`src/rtl/clkdiv_pkg.sv`:
```
package clkdiv_pkg;
  // Map a select code onto a divide ratio 2^(code+1); codes past the top saturate.
  function automatic int unsigned ratio_of(input int unsigned code, input int unsigned num_ratios);
    int unsigned c;
    c = (code >= num_ratios) ? (num_ratios - 1) : code;
    return 32'd2 << c;
  endfunction
endpackage

```
`src/rtl/cdiv_rst_sync.sv`:
```
module cdiv_rst_sync #(
  parameter int STAGES = 2
) (
  input  logic clk,
  input  logic rst_async,
  output logic rst_sync
);
  logic [STAGES-1:0] chain_q;

  always_ff @(posedge clk or posedge rst_async) begin
    if (rst_async) chain_q <= '1;
    else           chain_q <= {chain_q[STAGES-2:0], 1'b0};
  end

  assign rst_sync = chain_q[STAGES-1];

  // the synced reset follows the raw reset asynchronously
  assert_rst_follow_R2: assert property (@(posedge clk) $past(rst_async) |-> rst_sync);
endmodule

```
`src/rtl/cdiv_arm.sv`:
```
module cdiv_arm
  import clkdiv_pkg::*;
#(
  parameter int SEL_W      = 2,
  parameter int NUM_RATIOS = 3,
  parameter int CNT_W      = NUM_RATIOS
) (
  input  logic             clk,
  input  logic             rst,
  input  logic             release_i,
  input  logic [SEL_W-1:0] sel_i,
  output logic             start_o,
  output logic             running_o,
  output logic [CNT_W-1:0] last_o,
  output logic [CNT_W-1:0] half_o
);
  localparam int RW = CNT_W + 1;

  logic             pend_q;
  logic             run_q;
  logic [RW-1:0]    ratio_q;
  logic [RW-1:0]    ratio_d;

  always_comb ratio_d = RW'(ratio_of(int'(sel_i), NUM_RATIOS));

  always_ff @(posedge clk or posedge rst) begin
    if (rst) begin
      pend_q  <= 1'b0;
      run_q   <= 1'b0;
      ratio_q <= RW'(2);
    end else begin
      pend_q <= release_i & ~run_q & ~pend_q;
      if (release_i & ~run_q & ~pend_q) ratio_q <= ratio_d;
      if (pend_q) run_q <= 1'b1;
    end
  end

  assign start_o   = pend_q;
  assign running_o = run_q;
  assign last_o    = CNT_W'(ratio_q - RW'(1));
  assign half_o    = CNT_W'(ratio_q >> 1);

  // the latched ratio cannot move once running
  assert_ratio_hold_R7: assert property (@(posedge clk) disable iff (rst)
    (run_q && $past(run_q)) |-> $stable(ratio_q));
  // the start pulse lasts exactly one cycle
  assert_start_single_R4: assert property (@(posedge clk) disable iff (rst)
    pend_q |=> !pend_q);
endmodule

```
`src/rtl/cdiv_count.sv`:
```
module cdiv_count #(
  parameter int CNT_W = 3
) (
  input  logic             clk,
  input  logic             rst,
  input  logic             start_i,
  input  logic             running_i,
  input  logic [CNT_W-1:0] last_i,
  input  logic [CNT_W-1:0] half_i,
  output logic             div_o,
  output logic             en_o
);
  logic [CNT_W-1:0] cnt_q;
  logic [CNT_W-1:0] cnt_nxt;
  logic             div_q;
  logic             en_q;

  always_comb cnt_nxt = (cnt_q == last_i) ? '0 : cnt_q + CNT_W'(1);

  always_ff @(posedge clk or posedge rst) begin
    if (rst) begin
      cnt_q <= '0;
      div_q <= 1'b0;
      en_q  <= 1'b0;
    end else if (start_i) begin
      cnt_q <= '0;
      div_q <= 1'b1;
      en_q  <= 1'b1;
    end else if (running_i) begin
      cnt_q <= cnt_nxt;
      div_q <= (cnt_nxt < half_i);
      en_q  <= (cnt_nxt == '0);
    end else begin
      cnt_q <= '0;
      div_q <= 1'b0;
      en_q  <= 1'b0;
    end
  end

  assign div_o = div_q;
  assign en_o  = en_q;

  // checker: length of the current high phase before this cycle
  logic [CNT_W:0] hi_run_q;
  always_ff @(posedge clk or posedge rst) begin
    if (rst)        hi_run_q <= '0;
    else if (div_q) hi_run_q <= hi_run_q + 1'b1;
    else            hi_run_q <= '0;
  end

  // a high phase never exceeds half the ratio
  assert_high_len_R5: assert property (@(posedge clk) disable iff (rst)
    div_q |-> (hi_run_q < {1'b0, half_i}));
endmodule

```
`src/rtl/phased_clk_divider.sv`:
```
module phased_clk_divider #(
  parameter int SEL_W       = 2,
  parameter int NUM_RATIOS  = 3,
  parameter int SYNC_STAGES = 2
) (
  input  logic             clk_fast_i,
  input  logic             rst_i,
  input  logic             release_i,
  input  logic [SEL_W-1:0] ratio_sel_i,
  output logic             clk_div_o,
  output logic             div_en_o
);
  localparam int CNT_W = NUM_RATIOS;

  logic             rst_s;
  logic             start;
  logic             running;
  logic [CNT_W-1:0] last;
  logic [CNT_W-1:0] half;

  cdiv_rst_sync #(.STAGES(SYNC_STAGES)) u_sync (
    .clk(clk_fast_i), .rst_async(rst_i), .rst_sync(rst_s)
  );

  cdiv_arm #(.SEL_W(SEL_W), .NUM_RATIOS(NUM_RATIOS), .CNT_W(CNT_W)) u_arm (
    .clk(clk_fast_i), .rst(rst_s), .release_i(release_i), .sel_i(ratio_sel_i),
    .start_o(start), .running_o(running), .last_o(last), .half_o(half)
  );

  cdiv_count #(.CNT_W(CNT_W)) u_cnt (
    .clk(clk_fast_i), .rst(rst_s), .start_i(start), .running_i(running),
    .last_i(last), .half_i(half), .div_o(clk_div_o), .en_o(div_en_o)
  );

  // outputs low through reset
  assert_rst_low_R2: assert property (@(posedge clk_fast_i)
    $past(rst_i) |-> (!clk_div_o && !div_en_o));
  // nothing moves before a release is accepted
  assert_idle_low_R3: assert property (@(posedge clk_fast_i) disable iff (rst_s)
    (!running && !start) |-> (!clk_div_o && !div_en_o));
  // enable only on the cycle the divided clock has just risen
  assert_en_edge_R6: assert property (@(posedge clk_fast_i) disable iff (rst_s)
    div_en_o |-> (clk_div_o && !$past(clk_div_o)));
  // every rise carries an enable
  assert_rise_en_R6: assert property (@(posedge clk_fast_i) disable iff (rst_s)
    $rose(clk_div_o) |-> div_en_o);
  // first rise follows the accepted release by one edge
  assert_first_rise_R4: assert property (@(posedge clk_fast_i) disable iff (rst_s)
    start |=> (clk_div_o && div_en_o));
endmodule

```
`config.mk`:
```
export PLATFORM = sky130hd
export DESIGN_NAME = phased_clk_divider
export DESIGN_NICKNAME = d
export VERILOG_FILES = /design/src/rtl/clkdiv_pkg.sv /design/src/rtl/cdiv_rst_sync.sv /design/src/rtl/cdiv_arm.sv /design/src/rtl/cdiv_count.sv /design/src/rtl/phased_clk_divider.sv
export SDC_FILE = /design/constraint.sdc
export NUM_CORES = 1
export LEC_CHECK = 0
export BUFFER_PORTS_ARGS = -buffer_cell sky130_fd_sc_hd__buf_2
export CAP_MARGIN = 25
export CORE_MARGIN = 2
export CORE_UTILIZATION = 25
export DETAILED_ROUTE_END_ITERATION = 7
export SETUP_SLACK_MARGIN = 0.1
export SYNTH_ARGS = -nofsm -noshare
export SYNTH_HDL_FRONTEND = slang
export SYNTH_SLANG_ARGS = --single-unit
```
`constraint.sdc`:
```
create_clock -name clk_fast_i -period 0.8 [get_ports clk_fast_i]
set_input_delay 0.12 -clock clk_fast_i [delete_from_list [all_inputs] [get_ports clk_fast_i]]
set_output_delay 0.12 -clock clk_fast_i [all_outputs]
set_load 0.01 [all_outputs]
```
=== Word-level counts from Yosys, hierarchy flattened ===
Index checks and enable logic that the tools add are counted.

* Flip-flop bits (word level): 13
* Input bits: 5
* Output and inout bits: 2
* Logic and storage cells: 26

* $add $sub $neg: 2
* $lt $le $gt $ge: 2
* Equality and inequality tests: 1
* Shifts and indexed selects: 1
* Multiplexer cells: 8
* Bitwise logic cells: 4
* Reductions and logical operators: 1

{| class="wikitable"
|+ Operators by type and width
! kind !! count
|-
| $shl A2 B32 Y4 const A || 1
|-
| $mux W3 || 3
|-
| $mux W1 || 4
|-
| $add A3 B1 Y3 const B || 1
|-
| $eq A3 B3 Y1 || 1
|-
| $logic_not A3 Y1 || 1
|-
| $lt A3 B3 Y1 || 1
|-
| $sub A3 B1 Y3 const B || 1
|-
| $and A1 B1 Y1 || 2
|-
| $ge A2 B2 Y1 const B || 1
|-
| $mux W2 || 1
|-
| $not A1 Y1 || 2
|}

=== Depth between registers and ports, before layout ===
Gate-level depths: netlist of run 1.

* Word-level depth: 6
* Mapped depth: 5
* Mapped depth without buffers: 5

=== By module ===
Synthesis of run 1 repeated with hierarchy kept, for this count alone.

* Cells, all modules: 49
* Area total of the unflattened synthesis: 583.1 um^2

{| class="wikitable"
|+ Modules (own cells, without submodules)
! module !! instances !! cells each !! area an instance (um^2) !! sequential area each (um^2)
|-
| cdiv_count || 1 || 28 || 300.3 || 125.1
|-
| cdiv_arm || 1 || 17 || 222.7 || 126.4
|-
| cdiv_rst_sync || 1 || 4 || 60.1 || 52.6
|}

=== Worst setup path before layout of run 1 ===
Ideal clock, no wire load.

* Path type: reg-to-reg
* From: register u_cnt.cnt_q[0]
* To: register u_cnt.div_q (netlist: u_cnt.div_o)
* Data arrival time: 1.332 ns
* Required time: 0.674 ns
* Slack: -0.658 ns
* Stages on the path, launching flop included: 6
* Period minus slack after synthesis: 1.458 ns
* Path through: dfrtp_1 -> ha_1 -> nand2b_1 -> a31oi_1 -> a32oi_1 -> a221o_1

* Longest elaborated chain between the ends: 5
* Elaborated cells on any way between the ends: 6

{| class="wikitable"
|+ RTL lines
! item !! RTL line !! source
|-
| start, declared || cdiv_count.sv:13 || <nowiki>logic [CNT_W-1:0] cnt_q;</nowiki>
|-
| start signal, assigned || cdiv_count.sv:30 || <nowiki>cnt_q <= cnt_nxt;</nowiki>
|-
| $add A3 B1 Y3 or $eq A3 B3 Y1 (tied branches) || cdiv_count.sv:18 || <nowiki>always_comb cnt_nxt = (cnt_q == last_i) ? '0 : cnt_q + CNT_W'(1);</nowiki>
|-
| $mux W3 (*) || cdiv_count.sv:18 ||
|-
| $lt A3 B3 Y1 (*) || cdiv_count.sv:31 || <nowiki>div_q <= (cnt_nxt < half_i);</nowiki>
|-
| $mux W1 (*) || cdiv_count.sv:29 || <nowiki>end else if (running_i) begin</nowiki>
|-
| $mux W1 (*) || cdiv_count.sv:25 || <nowiki>end else if (start_i) begin</nowiki>
|-
| end signal, assigned || cdiv_count.sv:31 ||
|-
| end, declared || cdiv_count.sv:15 || <nowiki>logic div_q;</nowiki>
|}

Every way passes the cells marked *; elsewhere a longest branch is shown, timed or not.
A chain may end at the register's enable or synchronous reset.

=== Final worst setup path of run 1 ===
* From: register u_cnt.cnt_q[1]
* To: register u_cnt.div_q (netlist: u_cnt.div_o)

The elaborated chain is that of the path after synthesis.

==> metrics.txt, run 1 <==
total grt overflow=0; IO buf count=6; most common library cell in the layout ignoring fill and taps=buf_4; top-level port count=7; max-slew violations=0; CP arrival=1.54 ns; Max-Cap Viols=0; Max IR drop VDD=1565 uV; number of global-route vias before repair=419; Initial Util=26.64%; layout cells sized above 1=60.29%; Cell Rows=16; CTS tree=done; Die Height=49.96 um; Critical Path RT=0.95 ns; initial antenna violation count=0; DRC Markers=0; Min Clock Period, post-route=1.391 ns; FF+latch count, synth=12; CTS Buffer Depth=2; drt first-iter violations=4; Clock Sinks=12; Pre-Repair DR Iteration Count=2; post-synthesis sequential area ratio=57.58%; routed wire length=976 um; clock slew at reported path FFs=0.08 ns; pwr/cell area=3167 nW/um^2; Setup Slack @ Placement=-0.5927 ns; final hold violation count=0; synthesized instance count=48; die area=2496 sq um; top-area cell type share of the netlist area=42.65%; vias per cell=4.168; WL/cell=10.27 um; Final Cell Area=783.3 sq um; R2R Path Start=u_cnt.cnt_q[1]; worst reg2reg path endpoint=u_cnt.div_o; Placed Instance Area=663.1 sq um; leakage power total=0.3642 nW; Layout Nets=75; hold depth=2; leading area contributor after synthesis=dfrtp_1; final setup margin=-0.5906 ns; worst hold-check path type=primary input to register; Routed Antenna Nets=0; Synth Net Count=54; Setup Skew=0.003890 ns; Hold Path End=u_arm.ratio_q[1]; highest-count cells in the layout ignoring fill and taps=7 x buf_4, 6 x buf_2, 6 x dfrtp_1; TritonCTS buffer count=3; Crit Path Class=register to register; first-pass GRT wire length=1697 um; top post-synthesis cells by area=dfrtp_1 43%, dfstp_2 15%, nand3b_1 4.3%; Pwr Total=0.002481 W; Synth Cell Area=528.0 sq um; pin count of the biggest net entering global routing=11; Die W=49.96 um; startpoint types=register; synth unique cells=22; outcome=complete, but fails checks; CTS H-tree lvls=1; via count=396; setup violators final=12; Reg2Reg Depth=5; CTS Root Buffer Type=clkbuf_4; # diodes=0; failing checks=setup timing; Yosys warning total=0; all-layer global routing usage=9.079%; Routability Congestion=0.6623; RSZ-0062 raised after global routing=yes; Core Util, Final=39.52%; Layout area overhead=48.34%; CP Capture Type=register; fmax=719.1 MHz; Hold Slack=0.01409 ns; crit-path max FO=4; Worst R2R Setup Slack=-0.59 ns; Syn Area/Cell=11.00 sq um; crit share post-route=173.8%; hpwl dp=737.1 um; worst-skew pair later-pin latency=0.27 ns; min-delay src=ratio_sel_i[0]; core area=1982 sq um
-- what timing repair did --
action | in CTS | in global routing
pin swaps | 2 | 2
resized for setup | 3 | 12
endpoints found under the hold margin | 2 | 0
buffers inserted | 1 | 1
setup endpoints to repair | 12 | 12
hold buffers | 1 | 0
-- critical path, stage by stage, from the launching register on --
cell and delay (ns):
dfrtp_2 0.44, ha_4 0.28, nand2b_1 0.05, a31oi_1 0.13
a32oi_1 0.07, a221o_1 0.32
-- layer usage --
layer / GRT usage, % / up-vias / routed length [um]
met5: 0 / - / 0
met4: 4.167 / 0 / 0
met3: 2.727 / 0 / 22
met2: 14.89 / 4 / 509
met1: 10.84 / 193 / 444
li1: - / 199 / -
-- area by class of cell --
class / count / area (sq um)
inverters: 5 / 18.77
flip-flops and latches: 12 / 307.8
multi-input cells: 31 / 271.5
fillers: 203 / 1199
well taps: 27 / 33.78
clock buffers: 4 / 36.28
repair buffers: 16 / 115.1
-- cells in the mapped netlist --
| cell type | instances |
|---|---|
| mux2_4 | 1 |
| mux2_2 | 1 |
| dfrtp_1 | 9 |
| ha_1 | 1 |
| a41o_1 | 1 |
| a32oi_1 | 1 |
| a221o_1 | 1 |
| a31oi_1 | 1 |
| xnor2_1 | 1 |
| nand2_1 | 5 |
| o21ai_0 | 2 |
| nor2b_1 | 1 |
| nor2_1 | 4 |
| nand2b_1 | 3 |
| conb_1 | 1 |
| o31ai_1 | 1 |
| dfstp_2 | 3 |
| and2_1 | 1 |
| nand3_1 | 1 |
| inv_1 | 5 |
| xor2_1 | 1 |
| nand3b_1 | 3 |
-- through the flow --
step	std cells	TNS (ns)
floorplan	48	-1.845
global placement	88	-2.298
detailed placement	88	-2.433
CTS	94	-2.625
global route	95	-3.118
finish	95	-2.565
-- worst max path at each step --
stage	from	end	slack [ns]	cells after the start
after floorplan	u_cnt.cnt_q[0]	u_cnt.div_o	-0.56	5
after global placement	u_cnt.cnt_q[1]	u_cnt.div_o	-0.57	5
after detailed placement	u_cnt.cnt_q[1]	u_cnt.div_o	-0.59	5
after CTS	u_cnt.cnt_q[1]	u_cnt.div_o	-0.60	5
after global routing	u_cnt.cnt_q[1]	u_cnt.div_o	-0.64	5
final	u_cnt.cnt_q[1]	u_cnt.div_o	-0.59	5
-- registers in the layout, indices dropped and copies added, names as in the netlist --
register / cells
u_cnt.cnt_q: 3
u_arm.ratio_q: 3
u_arm.running_o: 1
u_cnt.div_o: 1
u_cnt.en_o: 1
u_arm.start_o: 1
u_sync.chain_q: 2
-- logic make-up after synthesis --
group	after synthesis	synth area share [%]
buffers and inverters	5	3.555
AND/OR/NAND/NOR	18	17.54
adder cells (fa/ha/maj)	1	2.369
XOR/XNOR	2	3.318
multiplexers	2	4.975
other	1	0.7102
flip-flops	12	57.58
AO/OA/AOI/OAI	7	9.954
-- power breakdown --
| group | internal, W | switching (W) |
|---|---|---|
| combinational | 0.000622 | 0.000462 |
| sequential | 0.000794 | 0.000135 |
| clock | 0.000276 | 0.000193 |
| total | 0.00169 | 0.000789 |
Note: power is estimated with default switching activity, not from simulation.
==> run 2, diff against run 1 <==
CORE_UTILIZATION = 26   (was 25)
==> run 2 against run 1 <==
Net effect:
- the run still ends with setup timing left
- fmax down 1.8%
- critical path depth unchanged
- sequential cell count unchanged
- design area down 1.8%
- power down 2.9%
- global-route usage increased by 0.61 points
- worst hold slack better by 0.0018 ns
- largest power group unchanged
- sequential power about the same
==> metrics.txt, run 2 (synthesis gave the netlist of run 1 again) <==
critical path's top delay family=compound AO/OA/AOI/OAI gates; CTS H-tree lvls=1 (unchanged); Clk pwr share=19.5% (+0.6 points); first-pass GRT wire length=1676 um (-1.2%); all-layer global routing usage=9.694% (+0.61 points); leakage power total=0.3663 nW (+0.60%); Seq pwr share=38.5% (+1.1 points); Routability Congestion=0.6853 (+3.5%); Pre-Repair DR Iteration Count=4 (+2); fmax=705.9 MHz (-1.8%); Placed Instances=90 (+2.3%); IO buf count=6 (unchanged); Buf+Inv Stages, Crit Path=0 (unchanged); Die Height=49.07 um (-1.8%); crit-path max FO=4 (unchanged); Setup Skew=0.006118 ns (+0.002228 ns); hpwl dp=753.7 um (+2.3%); CP arrival=1.56 ns (+0.02 ns); worst hold-check path type=primary input to register; Max IR drop VDD=1407 uV (-10%); total grt overflow=0 (unchanged); Max-Cap Viols=0 (unchanged); WL/cell=10.82 um (+5.3%); drt first-iter violations=8 (+4); vias per cell=4.313 (+3.5%); CTS tree=done; switching share of power=31.68% (-0.12 points); final hold violation count=0 (unchanged); failing checks=setup timing; fin cells=96 (+1.1%); setup violators final=11 (-1); crit share post-route=177.1% (+3.2 points); top-level port count=7 (unchanged); Combinational Power Share=42.0% (-1.7 points); TritonCTS buffer count=3 (unchanged); die area=2407 sq um (-3.5%); Die W=49.07 um (-1.8%); pin count of the biggest net entering global routing=11 (unchanged); layout cells sized above 1=55.07% (-5.2 points); Layout Nets=76 (+1.3%); Clock Sinks=12 (unchanged); startpoint types=register; Cell Rows=16 (unchanged); Routed Antenna Nets=0 (unchanged); TNS Setup=-2.487 ns (+0.07718 ns); # diodes=0 (unchanged); pwr/cell area=3130 nW/um^2 (-1.2%); Layout area overhead=45.73%; slowest stage delay, CP=0.43 ns (about the same); Critical Path RT=0.95 ns (about the same); number of global-route vias before repair=434 (+3.6%); Min Clock Period, post-route=1.417 ns (+0.02599 ns); DRC Markers=0 (unchanged); worst-skew pair later-pin latency=0.27 ns (about the same); core area=1942 sq um (-2.0%); Regs by FF count=u_arm.ratio_q (3), u_cnt.cnt_q (3), u_sync.chain_q (2); initial antenna violation count=0 (unchanged); slowest library cell on the worst path=dfrtp_1; outcome=complete, but fails checks; Pint=0.001646 W (-2.7%); CTS Buffer Depth=2 (unchanged); routed wire length=1039 um (+6.5%); clock slew at reported path FFs=0.07 ns (about the same); most common library cell in the layout ignoring fill and taps=buf_4; via count=414 (+4.5%); final setup margin=-0.6166 ns (-0.02599 ns); max-slew violations=0 (unchanged); Crit Path Class=register to register; cell chain of the critical path=ha_4, nand2b_1, a31oi_1, a32oi_1, a221o_1; Placed Instance Area=678.2 sq um (+2.3%); # fillers=209 (+3.0%); Sw Pwr=0.0007630 W (-3.3%); Initial Util=27.19% (+0.55 points); Final Cell Area=769.5 sq um (-1.8%); hold_buf cts=1 (unchanged); CTS Root Buffer Type=clkbuf_4; highest-count cells in the layout ignoring fill and taps=10 x buf_4, 7 x dfrtp_1, 6 x buf_2; CP Capture Type=register; RSZ-0062 raised after global routing=yes
-- run 2: worst reg2reg max path, stage by stage (launching register included) --
cell	delay [ns]
dfrtp_1	0.43
ha_4	0.29
nand2b_1	0.05
a31oi_1	0.13
a32oi_1	0.07
a221o_1	0.32
-- run 2: path summary, 6_finish.rpt --
kind                              startpoint                to  slack, ns  cells after the start
max                           u_cnt.cnt_q[1]       u_cnt.div_o      -0.62                      5
min                           ratio_sel_i[0]  u_arm.ratio_q[1]       0.02                      2
max reg2reg                   u_cnt.cnt_q[1]       u_cnt.div_o      -0.62                      5
min reg2reg                u_sync.chain_q[1]        u_cnt.en_o       0.23                      1
max in group asynchronous  u_sync.chain_q[1]  u_arm.ratio_q[1]       0.25                      1
min in group asynchronous  u_sync.chain_q[1]        u_cnt.en_o       0.23                      1
-- run 2: timing repair --
item / 4_1_cts / 5_1_grt
pin swaps: 2 / 0
hold endpoints to repair: 2 / 1
setup endpoints to repair: 12 / 12
buffers inserted: 1 / 0
gates resized for setup: 6 / 2
-- run 2: stage by stage --
stage | hold WS, ns | util [%] | setup WS (ns) | power, W
after floorplan | 0.03150 | - | -0.5585 | 0.001465
after global placement | 0.1412 | 34.92 | -0.5660 | 0.001816
after detailed placement | 0.1586 | 34.92 | -0.6100 | 0.001857
after CTS | 0.006003 | 39.05 | -0.6195 | 0.002394
after global routing | -0.0003689 | 39.63 | -0.6789 | 0.002596
final | 0.01592 | 39.63 | -0.6166 | 0.002409
-- run 2: area by class of cell --
| cell class | instances | area, sq um | area share (%) |
|---|---|---|---|
| timing repair buffer | 17 | 115.1 | 14.96 |
| inverter | 5 | 18.77 | 2.439 |
| clock buffer | 4 | 36.28 | 4.715 |
| multi-input combinational | 31 | 259.0 | 33.66 |
| sequential | 12 | 306.5 | 39.84 |
| tap | 27 | 33.78 | 4.390 |
-- run 2: metal layers --
metal  part of all wire, %  routed length [um]  vias up  track usage [%]
li1                      -                   -      203                -
met1                    41                 425      201            9.903
met2                    55                 570        7            17.34
met3                   2.3                  24        3            2.761
met4                   1.7                  18        0            5.714
met5                     0                   0        -                0
-- run 2: power groups by stage --
stage	sequential (W)	clock, W	combinational, W
2_1_floorplan	0.000945	0	0.000520
3_3_place_gp	0.000917	0	0.000899
3_5_place_dp	0.000931	0	0.000926
4_1_cts	0.000931	0.000485	0.000977
5_1_grt	0.000941	0.000534	0.00112
6_report	0.000926	0.000471	0.00101
